### src/rtl/ifu_pkg.sv
package ifu_pkg;
  localparam int BYTE_W     = 8;
  localparam int NIB_W      = 4;
  localparam int WORD_BYTES = 4;
  localparam int WORD_W     = WORD_BYTES * BYTE_W;
  localparam int WIN_BYTES  = 2 + WORD_BYTES;
  localparam int WIN_W      = WIN_BYTES * BYTE_W;
  localparam int LEN_W      = 3;

  localparam logic [NIB_W-1:0] NO_REG = 4'h8;

  localparam logic [NIB_W-1:0] OP_NOP  = 4'h0;
  localparam logic [NIB_W-1:0] OP_STOP = 4'h1;
  localparam logic [NIB_W-1:0] OP_RR   = 4'h2;
  localparam logic [NIB_W-1:0] OP_IR   = 4'h3;
  localparam logic [NIB_W-1:0] OP_RM   = 4'h4;
  localparam logic [NIB_W-1:0] OP_MR   = 4'h5;
  localparam logic [NIB_W-1:0] OP_ALU  = 4'h6;
  localparam logic [NIB_W-1:0] OP_JMP  = 4'h7;
  localparam logic [NIB_W-1:0] OP_CALL = 4'h8;
  localparam logic [NIB_W-1:0] OP_RET  = 4'h9;
  localparam logic [NIB_W-1:0] OP_PUSH = 4'hA;
  localparam logic [NIB_W-1:0] OP_POP  = 4'hB;

  typedef enum logic [1:0] {
    ST_RUN  = 2'd0,
    ST_STOP = 2'd1,
    ST_BAD  = 2'd2
  } fetch_st_e;

  typedef struct packed {
    logic [LEN_W-1:0] len;
    logic             has_reg;
    logic             has_const;
    logic             legal;
  } len_info_t;
endpackage

### src/rtl/ifu_rst_sync.sv
module ifu_rst_sync #(
  parameter int STAGES = 2
) (
  input  logic clk,
  input  logic rst_n,
  output logic srst_n
);
  logic [STAGES-1:0] chain_q;
  logic [STAGES-1:0] chain_d;

  always_comb begin
    chain_d = {chain_q[STAGES-2:0], 1'b1};
  end

  always_ff @(posedge clk or negedge rst_n) begin
    if (!rst_n) chain_q <= '0;
    else        chain_q <= chain_d;
  end

  assign srst_n = chain_q[STAGES-1];
endmodule

### src/rtl/ifu_len_decode.sv
module ifu_len_decode
  import ifu_pkg::*;
(
  input  logic [NIB_W-1:0] op_class,
  output len_info_t        info,
  output logic             is_stop
);
  always_comb begin
    info = '{len: 3'd1, has_reg: 1'b0, has_const: 1'b0, legal: 1'b1};
    unique case (op_class)
      OP_NOP, OP_STOP, OP_RET:
        info = '{len: 3'd1, has_reg: 1'b0, has_const: 1'b0, legal: 1'b1};
      OP_RR, OP_ALU, OP_PUSH, OP_POP:
        info = '{len: 3'd2, has_reg: 1'b1, has_const: 1'b0, legal: 1'b1};
      OP_IR, OP_RM, OP_MR:
        info = '{len: 3'd6, has_reg: 1'b1, has_const: 1'b1, legal: 1'b1};
      OP_JMP, OP_CALL:
        info = '{len: 3'd5, has_reg: 1'b0, has_const: 1'b1, legal: 1'b1};
      default:
        info = '{len: 3'd1, has_reg: 1'b0, has_const: 1'b0, legal: 1'b0};
    endcase
    is_stop = (op_class == OP_STOP);
  end
endmodule

### src/rtl/ifu_field_split.sv
module ifu_field_split
  import ifu_pkg::*;
(
  input  logic [WIN_W-1:0]  win,
  input  len_info_t         info,
  output logic [NIB_W-1:0]  op_class,
  output logic [NIB_W-1:0]  op_variant,
  output logic [NIB_W-1:0]  reg_a,
  output logic [NIB_W-1:0]  reg_b,
  output logic [WORD_W-1:0] const_val
);
  localparam int REG_BYTE   = 1;
  localparam int CONST_WREG = 2;
  localparam int CONST_NREG = 1;

  logic [WORD_W-1:0] const_after_reg;
  logic [WORD_W-1:0] const_no_reg;
  logic [BYTE_W-1:0] reg_byte;

  for (genvar k = 0; k < WORD_BYTES; k++) begin : g_const_bytes
    assign const_after_reg[k*BYTE_W +: BYTE_W] = win[(CONST_WREG+k)*BYTE_W +: BYTE_W];
    assign const_no_reg[k*BYTE_W +: BYTE_W]    = win[(CONST_NREG+k)*BYTE_W +: BYTE_W];
  end

  assign reg_byte = win[REG_BYTE*BYTE_W +: BYTE_W];

  always_comb begin
    op_class   = win[BYTE_W-1 -: NIB_W];
    op_variant = win[NIB_W-1:0];
    reg_a      = info.has_reg ? reg_byte[BYTE_W-1 -: NIB_W] : NO_REG;
    reg_b      = info.has_reg ? reg_byte[NIB_W-1:0]         : NO_REG;
    if (!info.has_const)   const_val = '0;
    else if (info.has_reg) const_val = const_after_reg;
    else                   const_val = const_no_reg;
  end
endmodule

### src/rtl/ifu_pc_ctrl.sv
module ifu_pc_ctrl
  import ifu_pkg::*;
#(
  parameter int AW = 16
) (
  input  logic          clk,
  input  logic          srst_n,
  input  logic [AW-1:0] next_pc,
  input  logic          legal,
  input  logic          is_stop,
  output logic [AW-1:0] pc,
  output fetch_st_e     status
);
  logic [AW-1:0] pc_d;
  fetch_st_e     st_d;
  logic          pc_en;

  always_comb begin
    pc_en = 1'b0;
    pc_d  = pc;
    st_d  = status;
    if (status == ST_RUN) begin
      if (!legal) begin
        st_d = ST_BAD;
      end else begin
        pc_en = 1'b1;
        pc_d  = next_pc;
        if (is_stop) st_d = ST_STOP;
      end
    end
  end

  always_ff @(posedge clk or negedge srst_n) begin
    if (!srst_n) begin
      pc     <= '0;
      status <= ST_RUN;
    end else begin
      if (pc_en) pc <= pc_d;
      status <= st_d;
    end
  end
endmodule

### src/rtl/ifu_top.sv
module ifu_top
  import ifu_pkg::*;
#(
  parameter int AW = 16
) (
  input  logic              clk,
  input  logic              rst_n,
  input  logic [WIN_W-1:0]  imem_win,
  output logic [AW-1:0]     imem_addr,
  output logic [NIB_W-1:0]  op_class,
  output logic [NIB_W-1:0]  op_variant,
  output logic [NIB_W-1:0]  reg_a,
  output logic [NIB_W-1:0]  reg_b,
  output logic [WORD_W-1:0] const_val,
  output logic [LEN_W-1:0]  inst_len,
  output logic [AW-1:0]     next_pc,
  output logic [1:0]        fetch_status
);
  logic      srst_n;
  len_info_t info;
  logic      is_stop;
  fetch_st_e status;

  ifu_rst_sync #(.STAGES(2)) u_rst (
    .clk    (clk),
    .rst_n  (rst_n),
    .srst_n (srst_n)
  );

  ifu_len_decode u_len (
    .op_class (imem_win[BYTE_W-1 -: NIB_W]),
    .info     (info),
    .is_stop  (is_stop)
  );

  ifu_field_split u_split (
    .win        (imem_win),
    .info       (info),
    .op_class   (op_class),
    .op_variant (op_variant),
    .reg_a      (reg_a),
    .reg_b      (reg_b),
    .const_val  (const_val)
  );

  assign inst_len = info.len;
  assign next_pc  = imem_addr + AW'(info.len);

  ifu_pc_ctrl #(.AW(AW)) u_pc (
    .clk     (clk),
    .srst_n  (srst_n),
    .next_pc (next_pc),
    .legal   (info.legal),
    .is_stop (is_stop),
    .pc      (imem_addr),
    .status  (status)
  );

  assign fetch_status = status;
endmodule

### config.mk
export PLATFORM = sky130hd
export DESIGN_NAME = ifu_top
export DESIGN_NICKNAME = d
export VERILOG_FILES = /design/src/rtl/ifu_pkg.sv /design/src/rtl/ifu_rst_sync.sv /design/src/rtl/ifu_len_decode.sv /design/src/rtl/ifu_field_split.sv /design/src/rtl/ifu_pc_ctrl.sv /design/src/rtl/ifu_top.sv
export SDC_FILE = /design/constraint.sdc
export NUM_CORES = 1
export LEC_CHECK = 0
export BUFFER_PORTS_ARGS = -buffer_cell sky130_fd_sc_hd__clkbuf_2
export CORE_ASPECT_RATIO = 0.7
export CORE_MARGIN = 2
export CORE_UTILIZATION = 30
export CTS_CLUSTER_DIAMETER = 200
export DETAILED_ROUTE_END_ITERATION = 8
export GPL_TIMING_DRIVEN = 0
export PLACE_DENSITY = 0.68
export REMOVE_ABC_BUFFERS = 1
export SYNTH_ARGS = -nofsm -noshare
export SYNTH_HDL_FRONTEND = slang
export SYNTH_HIERARCHICAL = 1
export SYNTH_SLANG_ARGS = --single-unit
### constraint.sdc
create_clock -name clk -period 1.65 [get_ports clk]
set_clock_uncertainty 0.05 [all_clocks]
set_input_delay 0.0825 -clock clk [delete_from_list [all_inputs] [get_ports clk]]
set_output_delay 0.0825 -clock clk [all_outputs]
set_load 0.1 [all_outputs]
== After elaboration in Yosys (flattened, before gate mapping) ==
Memories as Yosys holds them, arrays and structs flattened.
Cells that the tools add are included.
Cells by class
  add/sub/neg operators: 1
  equality and inequality tests: 2
  mux-type cells: 8
  reductions and logical operators: 3
Operators with widths (number)
  32-bit two-way mux: 2
  16-bit by 3-bit adder with 16-bit output: 1
  4-bit two-way mux: 2
  4-bit by 1-bit equality test with 1-bit output, second input constant: 1
  2-bit two-way mux: 2
  3-bit AND reduction: 1
  2-bit logical NOT: 1
  1-bit two-way mux: 2
  2-bit by 1-bit inequality test with 1-bit output, second input constant: 1
  2-bit AND reduction: 1
Word-level totals
  flip-flop bits (word level): 20
  memory bits (read-only): 96
  output and inout bits: 85
  word-level logic and storage cells: 18
  memories: 1
Memory list
  (name not given): words 16, bits a word 6, read ports 1, clocked after Yosys merged registers in 0, wr ports 0, RTL line ifu_len_decode.sv:10  | unique case (op_class)

== Depth between registers and ports, before layout ==
Gate-level depths: netlist (run 1).
An unclocked memory read counts as a cell.
  word-level depth: 4
  gate-level depth with buffers: 10

== By module ==
The synthesis (run 1) kept the hierarchy.
Modules (own cells, without submodules)
  ifu_field_split: times used 1, cells an instance 88, area each 724.4 um^2, sequential area each 0.0 um^2
  ifu_pc_ctrl: times used 1, cells an instance 39, area each 681.9 um^2, sequential area each 450.4 um^2
  ifu_top: times used 1, cells an instance 44, area each 327.8 um^2, sequential area each 0.0 um^2
  ifu_len_decode: times used 1, cells an instance 11, area each 70.1 um^2, sequential area each 0.0 um^2
  ifu_rst_sync: times used 1, cells an instance 3, area each 53.8 um^2, sequential area each 50.0 um^2

== Worst setup path before layout (run 1) ==
No wires, ideal clock.
  kind: input to register
  start: input imem_win[5]
  end: register u_pc.pc[15]
  setup time: 0.076 ns
  arrival: 5.084 ns
  data required time: 1.524 ns
  path slack: -3.560 ns
  cell stages on the path: 10
  cell sequence: a21oi_1 > mux2i_1 > inv_1 > buf_4 > ha_1 > a211oi_1 > nor2_2 > nand4_1 > xnor2_1 > mux2_2
RTL lines
  start: declaration: RTL line ifu_top.sv:8  | input logic [WIN_W-1:0] imem_win,
  memory 16 x 6 bit
  named net inst_len[0]: RTL line ifu_top.sv:15  | output logic [LEN_W-1:0] inst_len,
  16-bit by 3-bit adder with 16-bit output: RTL line ifu_top.sv:47  | assign next_pc = imem_addr + AW'(info.len);
  named net next_pc[15]: RTL line ifu_top.sv:16  | output logic [AW-1:0] next_pc,
  end signal: assignment: RTL line ifu_pc_ctrl.sv:38  | if (pc_en) pc <= pc_d;
  end: declaration: RTL line ifu_pc_ctrl.sv:11  | output logic [AW-1:0] pc,
The timed path passes the listed nets, and every way through them passes these cells.
A chain may end at the register's enable or synchronous reset.

== Worst setup path in the final report (run 1) ==
  start: register u_pc.pc[0]
  end: output next_pc[10]
On the way
  longest elaborated chain between the ends: 1
RTL lines (RTL line)
  16-bit by 3-bit adder with 16-bit output: ifu_top.sv:47
  end: declaration: ifu_top.sv:16
Every way passes these cells.

==> run metrics, run 1 <==
status finished, violations left; failing checks negative setup slack; Worst Hold Class primary input to asynchronous set/reset pin; Pint 1.26 mW; via count 1968; Max Cap Violations 0; Std-Cell Rows 23; critical path endpoint category output pin; DRT iter0 DRCs 66; HPWL Detailed 4060 um; Worst EP arrival slightly above 2 ns; largest net degree at the start of global routing 22; Fillers about 460; Gate power share 67.2%; Clock power frac between 10% and 20%; design area between 0.003 and 0.004 mm^2; Core Area roughly 0.006 mm^2; dpl ws -0.893 ns; Setup WS post-layout -0.523 ns; Max-Slew Margin vs Limit between 40 and 50%; GPL Wtd Cong roughly 0.80; Synth top area share between 20% and 30%; final hold slack ~0.084 ns; fin. max-slew vios 0; first-pass detailed-route iteration total 4; register area share after synthesis 26.9%; vias in the first global route about 1900; Clock Sink Count 20; Critical Path Start Type flip-flop; Netlist Area Pre-Place around 0.0019 mm^2; Reg area ~500 um^2; DR DRC count 0; Root Buffer clkbuf_8; DR WL/cell about 18 um; Pwr Total ~2.6 mW; Max Clk Rate between 400 and 500 MHz; Final Setup Violations 54; endpoints failing hold 0; Starting Density about a third; number of buffers created by CTS 3; CP Class flip-flop to output pin; Net Switching 1.29 mW; CP required between 1.5 and 2 ns; Unique masters post-synth 34; setup repair after global routing missed its margin true; part of the power in registers just over 20%; area leader, netlist dfrtp_1; Synth area leaders dfrtp_1 (27%), mux2i_1 (18%), nor2b_1 (11%); top post-synthesis cells by count mux2i_1 (34), nor2b_1 (32), dfrtp_1 (20); period utilization 132%; Post-synth ARST share 100%; later-pin clock latency in the skew report 0.26 ns; drt total wl ~7300 um; Die ar. approximately 0.0068 mm^2; cell count after synthesis ~190; Routed Antenna Nets 0; count leader, synth mux2i_1; global-route wire length before repair 9490 um; gr ovfl total 0; Die Ht 69.8 um; Max VDD drop 0.000531 V; Yosys warning count 6; Primary FF master, synth dfrtp_1; Area after DPL 0.00244 mm^2; Net Sw Frac 50.5%; Mean Syn Cell Area roughly 10 um^2; PortBufs between 100 and 150; GRT Total Usage 16.9%; Power Dens Cells around 670 mW/mm^2; LEAKAGE approximately 1.9 nW; number of synthesized flops with an enable pin 0; Worst-path clk slew roughly 0.070 ns; vias per std cell around 4.8; Ports around 140; initial antenna violation count 0; # diodes 0; Max Buffers Root-to-Sink 2; Worst Tran Pin Value 0.813 ns; layout cell share with drive strength beyond 1 between 60% and 70%; min Tclk post-route around 2.2 ns; flops & latches, synth 20; final layout net count between 300 and 400; crit-path max FO 3; Multi-input gate area 0.00149 mm^2; # H-tree levels 1; Synth-to-Final Area Change 106%; Die X roughly 100 um; CTS tree done
## critical path: stages, from the launching register on
cell and delay (ns):
dfrtp_1 0.41, ha_4 0.19, fa_2 0.41, a21oi_4 0.20, nor3_2 0.07, nand3_1 0.12, xnor2_2 0.15, buf_8 0.23
## flip-flops by register name, summed over array words and instances (netlist names)
| signal | flops |
|---|---|
| u_pc/status | 2 |
| u_rst/chain_q | 2 |
| u_pc/pc | 16 |
## per-stage QoR
step	util [%]	cells	setup TNS [ns]
2_1_floorplan	-	166	-296.51
3_3_place_gp	41.1	367	-97.22
3_5_place_dp	41.8	369	-24.62
4_1_cts	53.9	390	-8.01
5_1_grt	65.5	409	-18.58
6_report	65.5	409	-15.32
## power groups by stage
stage | Clock (mW) | Sequential, mW | Combinational (mW)
3_5_place_dp | 0 | 0.524 | 1.22
3_3_place_gp | 0 | 0.523 | 1.20
2_1_floorplan | 0 | 0.566 | 0.926
5_1_grt | 0.355 | 0.517 | 1.76
6_report | 0.324 | 0.515 | 1.71
4_1_cts | 0.328 | 0.514 | 1.43
## cell type report
cell class / instances / share of cell area (%)
Inverter: 2 / 0.327
Tap cell: 75 / 2.45
Multi-Input combinational cell: 144 / 39.0
Clock buffer: 3 / 1.08
Timing Repair Buffer: 165 / 44.0
Sequential cell: 20 / 13.1
## logic make-up (layout without fill, tap and decap cells)
family	count (synthesis)	after routing	share of synthesized area (%)
AO/OA/AOI/OAI	9	9	3.10
AND/OR/NAND/NOR	66	66	21.8
XOR/XNOR	14	14	6.60
buffers and inverters	21	170	10.3
other	1	1	0.202
flip-flops	20	20	26.9
multiplexers	50	50	28.0
adder cells (fa/ha/maj)	4	4	3.10
## path summary, 6_finish.rpt
path                            depth (start not counted)  slack [ns]             start                to
max in group asynchronous                               0        0.71  u_rst/chain_q[1]        u_pc/pc[5]
worst min-delay path                                    2        0.08             rst_n  u_rst/chain_q[0]
worst max-delay path                                    7       -0.52        u_pc/pc[0]       next_pc[10]
worst min register to register                          0        0.29  u_rst/chain_q[1]        u_pc/pc[3]
worst max register to register                         10       -0.40        u_pc/pc[0]       u_pc/pc[11]
min in group clk                                        3        0.11       imem_win[6]    u_pc/status[1]
## timing repair
action / in CTS / in global routing
resized for setup: 104 / 161
hold endpoints to repair: 2 / 0
pin swaps: 10 / 9
hold buffers: 1 / 0
setup buffers: 15 / 15
endpoints found under the setup margin: 71 / 67
cloned: 2 / 5
## metal layers
metal	up-vias	wire length, um	share of wire (%)	GRT usage [%]
li1	920	-	-	-
met1	992	3150	43	20.2
met2	52	3730	51	31.8
met3	4	322	4.4	4.03
met4	0	48	0.66	1.39
met5	-	0	0	0
## cell usage in the layout, fill, tap and decap left out, types with 3 or more instances in the layout
master	instances
buf_12	14
nor2b_1	32
buf_6	36
mux2_2	10
clkbuf_4	6
ha_4	3
buf_8	12
and2_4	6
clkbuf_8	12
clkbuf_2	66
xnor2_2	8
nand3_1	4
mux2i_1	31
nand2_1	5
mux2_4	6
buf_4	13
dfrtp_1	19
clkbuf_16	6
Power figures use the tool's default switching activity.
==> inputs of run 2 (changes only) <==
--- a/config.mk
+++ b/config.mk
@@ -9,6 +9,7 @@
 export CORE_ASPECT_RATIO = 0.7
 export CORE_MARGIN = 2
 export CORE_UTILIZATION = 30
+export CTS_BUF_LIST = sky130_fd_sc_hd__clkbuf_16
 export CTS_CLUSTER_DIAMETER = 200
 export DETAILED_ROUTE_END_ITERATION = 8
 export GPL_TIMING_DRIVEN = 0
==> run 2 against run 1 <==
Against the previous run: the flow still finishes with violations (negative setup slack); clock-buffer cell count unchanged; sequential power about the same; fmax up 1.9%; sequential cell count unchanged; setup slack better by 0.041 ns; global-route usage down 0.30 points; hold slack better by 0.011 ns; critical path type unchanged; clock power up 52%.
==> run metrics, run 2 (synthesis results as in run 1) <==
Die ar. 0.00685 mm^2 (unchanged); Critical Path Start Type flip-flop (unchanged); first-pass detailed-route iteration total 4 (unchanged); Max Clk Rate 469 MHz (was 460 MHz); layout cell share with drive strength beyond 1 66.4% (was 68.3%); final layout net count 383 (was 390); Std-Cell Rows 23 (unchanged); GRT Total Usage 16.6% (was 16.9%); critical path endpoint category output pin (unchanged); initial antenna violation count 0 (unchanged); via count 1924 (was 1968); Synth-to-Final Area Change 91.8% (was 106%); # diodes 0 (unchanged); Worst EP arrival 2.00 ns (was 2.04 ns); global-route wire length before repair 9340 um (was 9490 um); Power Dens Cells 733 mW/mm^2 (was 667 mW/mm^2); R2R Path Start u_pc/pc[0] (unchanged); CP required 1.52 ns (about the same); endpoints failing hold 0 (unchanged); GPL Wtd Cong 0.797 (unchanged); fin. max-slew vios 0 (unchanged); Starting Density 31.8% (unchanged); Max Buffers Root-to-Sink 2 (unchanged); Reg2Reg Setup Slack -0.29 ns (was -0.40 ns); setup repair after global routing missed its margin true (unchanged); Worst Tran Pin Value 0.781 ns (was 0.813 ns); Pwr Total 2.61 mW (was 2.55 mW); Die Ht 69.8 um (unchanged); largest net degree at the start of global routing 22 (unchanged); max FFs per register 16 (unchanged); later-pin clock latency in the skew report 0.25 ns (was 0.26 ns); DR DRC count 0 (unchanged); crit-path max FO 3 (unchanged); vias per std cell 4.79 (was 4.81); drt total wl 6940 um (was 7260 um); crit-path leading delay family adder cells (unchanged); design area 0.00356 mm^2 (was 0.00383 mm^2); status finished, violations left (unchanged); Worst-path clk slew 0.05 ns (was 0.07 ns); LEAKAGE 1.80 nW (was 1.92 nW); # H-tree levels 1 (unchanged); R2R Path End u_pc/pc[11] (unchanged); CP max-delay cell dfrtp_1 (unchanged); gr ovfl total 0 (unchanged); CTS tree done (unchanged); CP max stage delay 0.40 ns (was 0.41 ns); Root Buffer clkbuf_16 (was clkbuf_8); Max VDD drop 0.000410 V (was 0.000531 V); Die X 98.1 um (unchanged); Core Area 0.00584 mm^2 (unchanged); HPWL Detailed 4060 um (unchanged); PortBufs 126 (unchanged); dpl ws -0.893 ns (unchanged); CP cell instances ha_4 > fa_2 > a21oi_4 > nand2b_1 > xnor2_2 > buf_8 (was ha_4 > fa_2 > a21oi_4 > nor3_2 > nand3_1 > xnor2_2 > buf_8); Clock Sink Count 20 (unchanged); TNS Setup -8.85 ns (was -15.32 ns); failing checks negative setup slack (unchanged); period utilization 129% (was 132%); Area after DPL 0.00244 mm^2 (unchanged); commonest non-fill, non-tap cell in the layout clkbuf_2 (unchanged); Max Cap Violations 0 (unchanged); DR WL/cell 17.3 um (was 17.7 um); most frequent cells in the layout clkbuf_2 (67), nor2b_1 (32), mux2i_1 (31), buf_6 (25), buf_4 (20) (was clkbuf_2 (66), buf_6 (36), nor2b_1 (32), mux2i_1 (31), dfrtp_1 (19)); Setup WS post-layout -0.482 ns (was -0.523 ns); largest registers u_pc/pc x16, u_pc/status x2, u_rst/chain_q x2 (unchanged); DRT iter0 DRCs 83 (was 66); number of buffers created by CTS 3 (unchanged); min Tclk post-route 2.13 ns (was 2.17 ns); Routed Antenna Nets 0 (unchanged); Biggest register u_pc/pc (unchanged); Ports 135 (unchanged); CP Class flip-flop to output pin (unchanged); Max-Slew Margin vs Limit 48.0% (was 45.8%); Register-to-Register Path Depth 9 (was 10); Buf+Inv Stages, Crit Path 1 (unchanged); Final Setup Violations 37 (was 54); vias in the first global route 1852 (was 1866); Worst Hold Class primary input to asynchronous set/reset pin (unchanged)
[run 2: final cells by class]
class	instances	area [um^2]
Fill cell	474	2280
Multi-Input combinational cell	144	1450
Timing Repair Buffer	158	1430
Sequential cell	20	502
Tap cell	75	93.8
Clock buffer	3	75.1
Inverter	2	12.5
[run 2: metal layers]
layer | share of wire [%] | vias to the layer above | GRT usage, %
met5 | 0 | - | 0
met4 | 1.3 | 0 | 1.39
met3 | 4.4 | 8 | 4.03
met2 | 52 | 57 | 31.0
met1 | 42 | 947 | 20.0
li1 | - | 912 | -
[run 2: power by group]
part | switching [mW] | leakage (nW) | internal, mW | total, mW
sequential | 0.0157 | 0.264 | 0.499 | 0.515
combinational | 1.09 | 1.50 | 0.515 | 1.61
clock | 0.174 | 0.0370 | 0.319 | 0.493
total | 1.28 | 1.80 | 1.33 | 2.61
[run 2: stage by stage]
stage | hold slack [ns] | utilization [%] | std cells
2_1_floorplan | -0.263 | - | 166
3_3_place_gp | -0.181 | 41.1 | 367
3_5_place_dp | -0.180 | 41.8 | 369
4_1_cts | 0.0904 | 54.5 | 392
5_1_grt | 0.108 | 61.0 | 402
6_report | 0.0948 | 61.0 | 402
[run 2: worst max-delay path by stage]
stage,slack [ns],startpoint,end,cells after the start
6_report,-0.48,u_pc/pc[0],next_pc[4],6
5_1_grt,-0.57,u_pc/pc[2],next_pc[15],7
4_1_cts,-0.46,u_pc/pc[0],next_pc[12],7
3_5_place_dp,-0.89,imem_win[7],next_pc[15],10
3_3_place_gp,-2.00,imem_win[5],next_pc[7],10
2_1_floorplan,-5.30,imem_win[5],u_pc/pc[15],9
[run 2: worst reg2reg max path, delay by kind of cell, from the launching register on]
| family | cells | cell delay, ns |
|---|---|---|
| buf+inv | 3 | 0.41 |
| flops | 1 | 0.40 |
| compound gates | 1 | 0.28 |
| mux | 1 | 0.25 |
| fa+ha+maj | 1 | 0.19 |
| simple gates | 2 | 0.15 |
| xor+xnor | 1 | 0.09 |
[run 2: timing repair]
item,4_1_cts,5_1_grt
pin swaps,10,8
buffers inserted,17,7
hold buffers,1,0
setup endpoints to repair,71,68
resized for setup,101,106
cloned,2,4
hold endpoints to repair,2,0
==> inputs of run 3 (changes only) <==
--- a/config.mk
+++ b/config.mk
@@ -5,15 +5,16 @@
 export SDC_FILE = /design/constraint.sdc
 export NUM_CORES = 1
 export LEC_CHECK = 0
+export ABC_AREA = 1
 export BUFFER_PORTS_ARGS = -buffer_cell sky130_fd_sc_hd__clkbuf_2
 export CORE_ASPECT_RATIO = 0.7
 export CORE_MARGIN = 2
-export CORE_UTILIZATION = 30
+export CORE_UTILIZATION = 40
 export CTS_BUF_LIST = sky130_fd_sc_hd__clkbuf_16
 export CTS_CLUSTER_DIAMETER = 200
 export DETAILED_ROUTE_END_ITERATION = 8
 export GPL_TIMING_DRIVEN = 0
-export PLACE_DENSITY = 0.68
+export PLACE_DENSITY = 0.79
 export REMOVE_ABC_BUFFERS = 1
 export SYNTH_ARGS = -nofsm -noshare
 export SYNTH_HDL_FRONTEND = slang
==> run 3 against run 2 <==
Against the previous run: clock power rose by 36%; clock-buffer cell count unchanged; critical endpoint is now next_pc[6]; sequential cell count unchanged; via count is 44% higher; the run still ends with negative setup slack left.
==> run metrics, run 3 <==
Net Switching 1.30 mW (was 1.28 mW); critical path endpoint category output pin (unchanged); drt total wl 8370 um (was 6940 um); Biggest register u_pc/pc (unchanged); Die X 98.0 um (was 98.1 um); # diodes 0 (unchanged); Die Ht 69.8 um (about the same); Max Clk Rate 496 MHz (was 469 MHz); gr busiest metal met2 (unchanged); Pwr Total 2.67 mW (was 2.61 mW); Max-Slew Margin vs Limit 48.8% (was 48.0%); layout cell share with drive strength beyond 1 58.2% (was 66.4%); DR WL/cell 14.4 um (was 17.3 um); Max Buffers Root-to-Sink 2 (unchanged); grt met3 use 4.84% (was 4.03%); commonest non-fill, non-tap cell in the layout nand2_2 (was clkbuf_2); CP required 1.52 ns (about the same); Netlist Area Pre-Place 0.00247 mm^2 (was 0.00186 mm^2); most frequent cells in the layout nand2_2 (69), nand2_1 (68), clkbuf_2 (67), inv_1 (59) (was clkbuf_2 (67), nor2b_1 (32), mux2i_1 (31), buf_6 (25), buf_4 (20)); Die ar. 0.00684 mm^2 (was 0.00685 mm^2); Unique masters post-synth 25 (was 34); # H-tree levels 1 (unchanged); GRT Total Usage 23.7% (was 16.6%); Std-Cell Rows 23 (unchanged); Primary FF master, synth dfrtp_1 (unchanged); number of synthesized flops with an enable pin 0 (unchanged); Worst Tran Pin Value 0.769 ns (was 0.781 ns); first-pass detailed-route iteration total 4 (unchanged); final layout net count 560 (was 383); vias per std cell 4.76 (was 4.79); CTS tree done (unchanged); initial antenna violation count 0 (unchanged); Pint 1.37 mW (was 1.33 mW); CP Launch Point u_pc/pc[0] (unchanged); number of buffers created by CTS 3 (unchanged); Gate power share 56.1% (was 61.4%); Non-Filler Instances 580 (was 402); crit-path max FO 4 (was 3); Synth-to-Final Area Change 67.4% (was 91.8%); global-route wire length before repair 13200 um (was 9340 um); LEAKAGE 2.26 nW (was 1.80 nW); Clock Sink Count 20 (unchanged); largest net degree at the start of global routing 20 (was 22); period utilization 122% (was 129%); Power Dens Cells 645 mW/mm^2 (was 733 mW/mm^2); Cells after DPL 557 (was 369); Starting Density 42.4% (was 31.8%); area leader, netlist dfrtp_1 (unchanged); design area 0.00414 mm^2 (was 0.00356 mm^2); HPWL Detailed 4970 um (was 4060 um); fin. max-slew vios 0 (unchanged); Final Setup Violations 24 (was 37); Post-synth ARST share 100% (unchanged); Area after DPL 0.00293 mm^2 (was 0.00244 mm^2); Synth area leaders dfrtp_1 (20%), nand2_2 (16%), nand2_1 (12%) (was dfrtp_1 (27%), mux2i_1 (18%), nor2b_1 (11%)); Mean Syn Cell Area 6.50 um^2 (was 10.0 um^2); Worst Hold Class primary input to asynchronous set/reset pin (unchanged); M2 GR Usage 41.2% (was 31.0%); Synth top area share 20.2% (was 26.9%); Clock power frac 25.1% (was 18.9%); Net Sw Frac 48.6% (was 49.0%); Core Area 0.00584 mm^2 (unchanged); Worst EP arrival 1.89 ns (was 2.00 ns); dpl ws -2.02 ns (was -0.893 ns); CP Class flip-flop to output pin (unchanged); top post-synthesis cells by count nand2_1 (78), nand2_2 (63), inv_1 (60) (was mux2i_1 (34), nor2b_1 (32), dfrtp_1 (20)); flops & latches, synth 20 (unchanged); part of the power in registers 18.8% (was 19.7%); later-pin clock latency in the skew report 0.25 ns (about the same); Routed Antenna Nets 0 (unchanged); Critical Path Start Type flip-flop (unchanged); final hold slack 0.0903 ns (was 0.0948 ns); Ports 135 (unchanged); via count 2762 (was 1924); GPL Wtd Cong 0.869 (was 0.797); Setup WS post-layout -0.368 ns (was -0.482 ns); failing checks negative setup slack (unchanged); Worst-path clk slew 0.06 ns (was 0.05 ns); setup repair after global routing missed its margin true (unchanged); DRT iter0 DRCs 155 (was 83); largest registers u_pc/pc x16, u_pc/status x2, u_rst/chain_q x2 (unchanged); DR DRC count 0 (unchanged); Max VDD drop 0.000513 V (was 0.000410 V); max FFs per register 16 (unchanged); min Tclk post-route 2.02 ns (was 2.13 ns); Yosys warning count 6 (unchanged); vias in the first global route 2613 (was 1852); count leader, synth nand2_1 (was mux2i_1); cell count after synthesis 381 (was 185); gr ovfl total 0 (unchanged); Root Buffer clkbuf_16 (unchanged); met1 track demand over resource 31.5% (was 20.0%); endpoints failing hold 0 (unchanged); register area share after synthesis 20.2% (was 26.9%); Max Cap Violations 0 (unchanged); PortBufs 126 (unchanged); status finished, violations left (unchanged); R2R Path Start u_pc/pc[0] (unchanged)
run 3: cell count changes after synthesis, moves of 34 or more:
cell	delta
inv_1	+58
nand2_1	+71
nor2_2	+36
nor2_1	+34
nand2_2	+63
mux2i_1	-34
run 3: final timing paths:
check,slack [ns],endpoint,cells after the start
max reg2reg,-0.16,u_pc/pc[14],11
min in group clk,0.12,op_variant[2],0
min,0.09,u_rst/chain_q[1],2
min reg2reg,0.27,u_pc/status[1],0
max in group asynchronous,0.80,u_pc/pc[1],0
max,-0.37,next_pc[6],7
run 3: layer usage:
metal,part of all wire (%),wire (um)
met5,0,0
met4,0.51,43
met3,6.2,516
met2,52,4370
met1,41,3440
run 3: final cells by class:
| cell class | instances | area [um^2] |
|---|---|---|
| clock buffers | 3 | 75.1 |
| clock inverters | 1 | 30.0 |
| fillers | 441 | 1700 |
| inverters | 63 | 249 |
| multi-input cells | 275 | 1750 |
| flip-flops and latches | 20 | 500 |
| well taps | 75 | 93.8 |
| repair buffers | 139 | 1370 |
| repair inverters | 4 | 75.1 |
run 3: kinds of logic after synthesis:
logic type / Yosys count / synth area share, %
buffers and inverters: 88 / 20.5
other: 1 / 0.152
adders and majority gates: 4 / 2.33
and+or+nand+nor: 257 / 53.3
DFF: 20 / 20.2
AOI/OAI and AO/OA: 3 / 0.606
xor gates and xnor gates: 8 / 2.83
run 3: timing repair:
item	4_1_cts	5_1_grt
pin swaps	19	14
hold buffers	1	0
setup endpoints to repair	73	72
cloned	5	1
endpoints found under the hold margin	2	0
buffers inserted	9	5
gates resized for setup	167	33
run 3: power by group through the flow:
stage / clock network, mW / logic (mW) / registers (mW)
floorplan: 0 / 0.981 / 0.508
global placement: 0 / 1.20 / 0.511
detailed placement: 0 / 1.21 / 0.512
CTS: 0.685 / 1.46 / 0.502
global route: 0.710 / 1.56 / 0.504
finish: 0.671 / 1.50 / 0.502
run 3: per-stage QoR:
step           TNS (ns)  utilization (%)
6_report          -4.89             70.9
5_1_grt           -6.96             70.9
4_1_cts           -5.24             68.6
3_5_place_dp    -106.50             50.2
3_3_place_gp    -103.82             50.1
2_1_floorplan   -166.70                -
run 3: worst max-delay path: stages (launching register included):
cell and delay, ns:
dfrtp_1 0.41, ha_4 0.19, fa_2 0.35, nand3_2 0.10, nand2_4 0.09, nand2_4 0.12
xnor2_2 0.14, buf_8 0.23
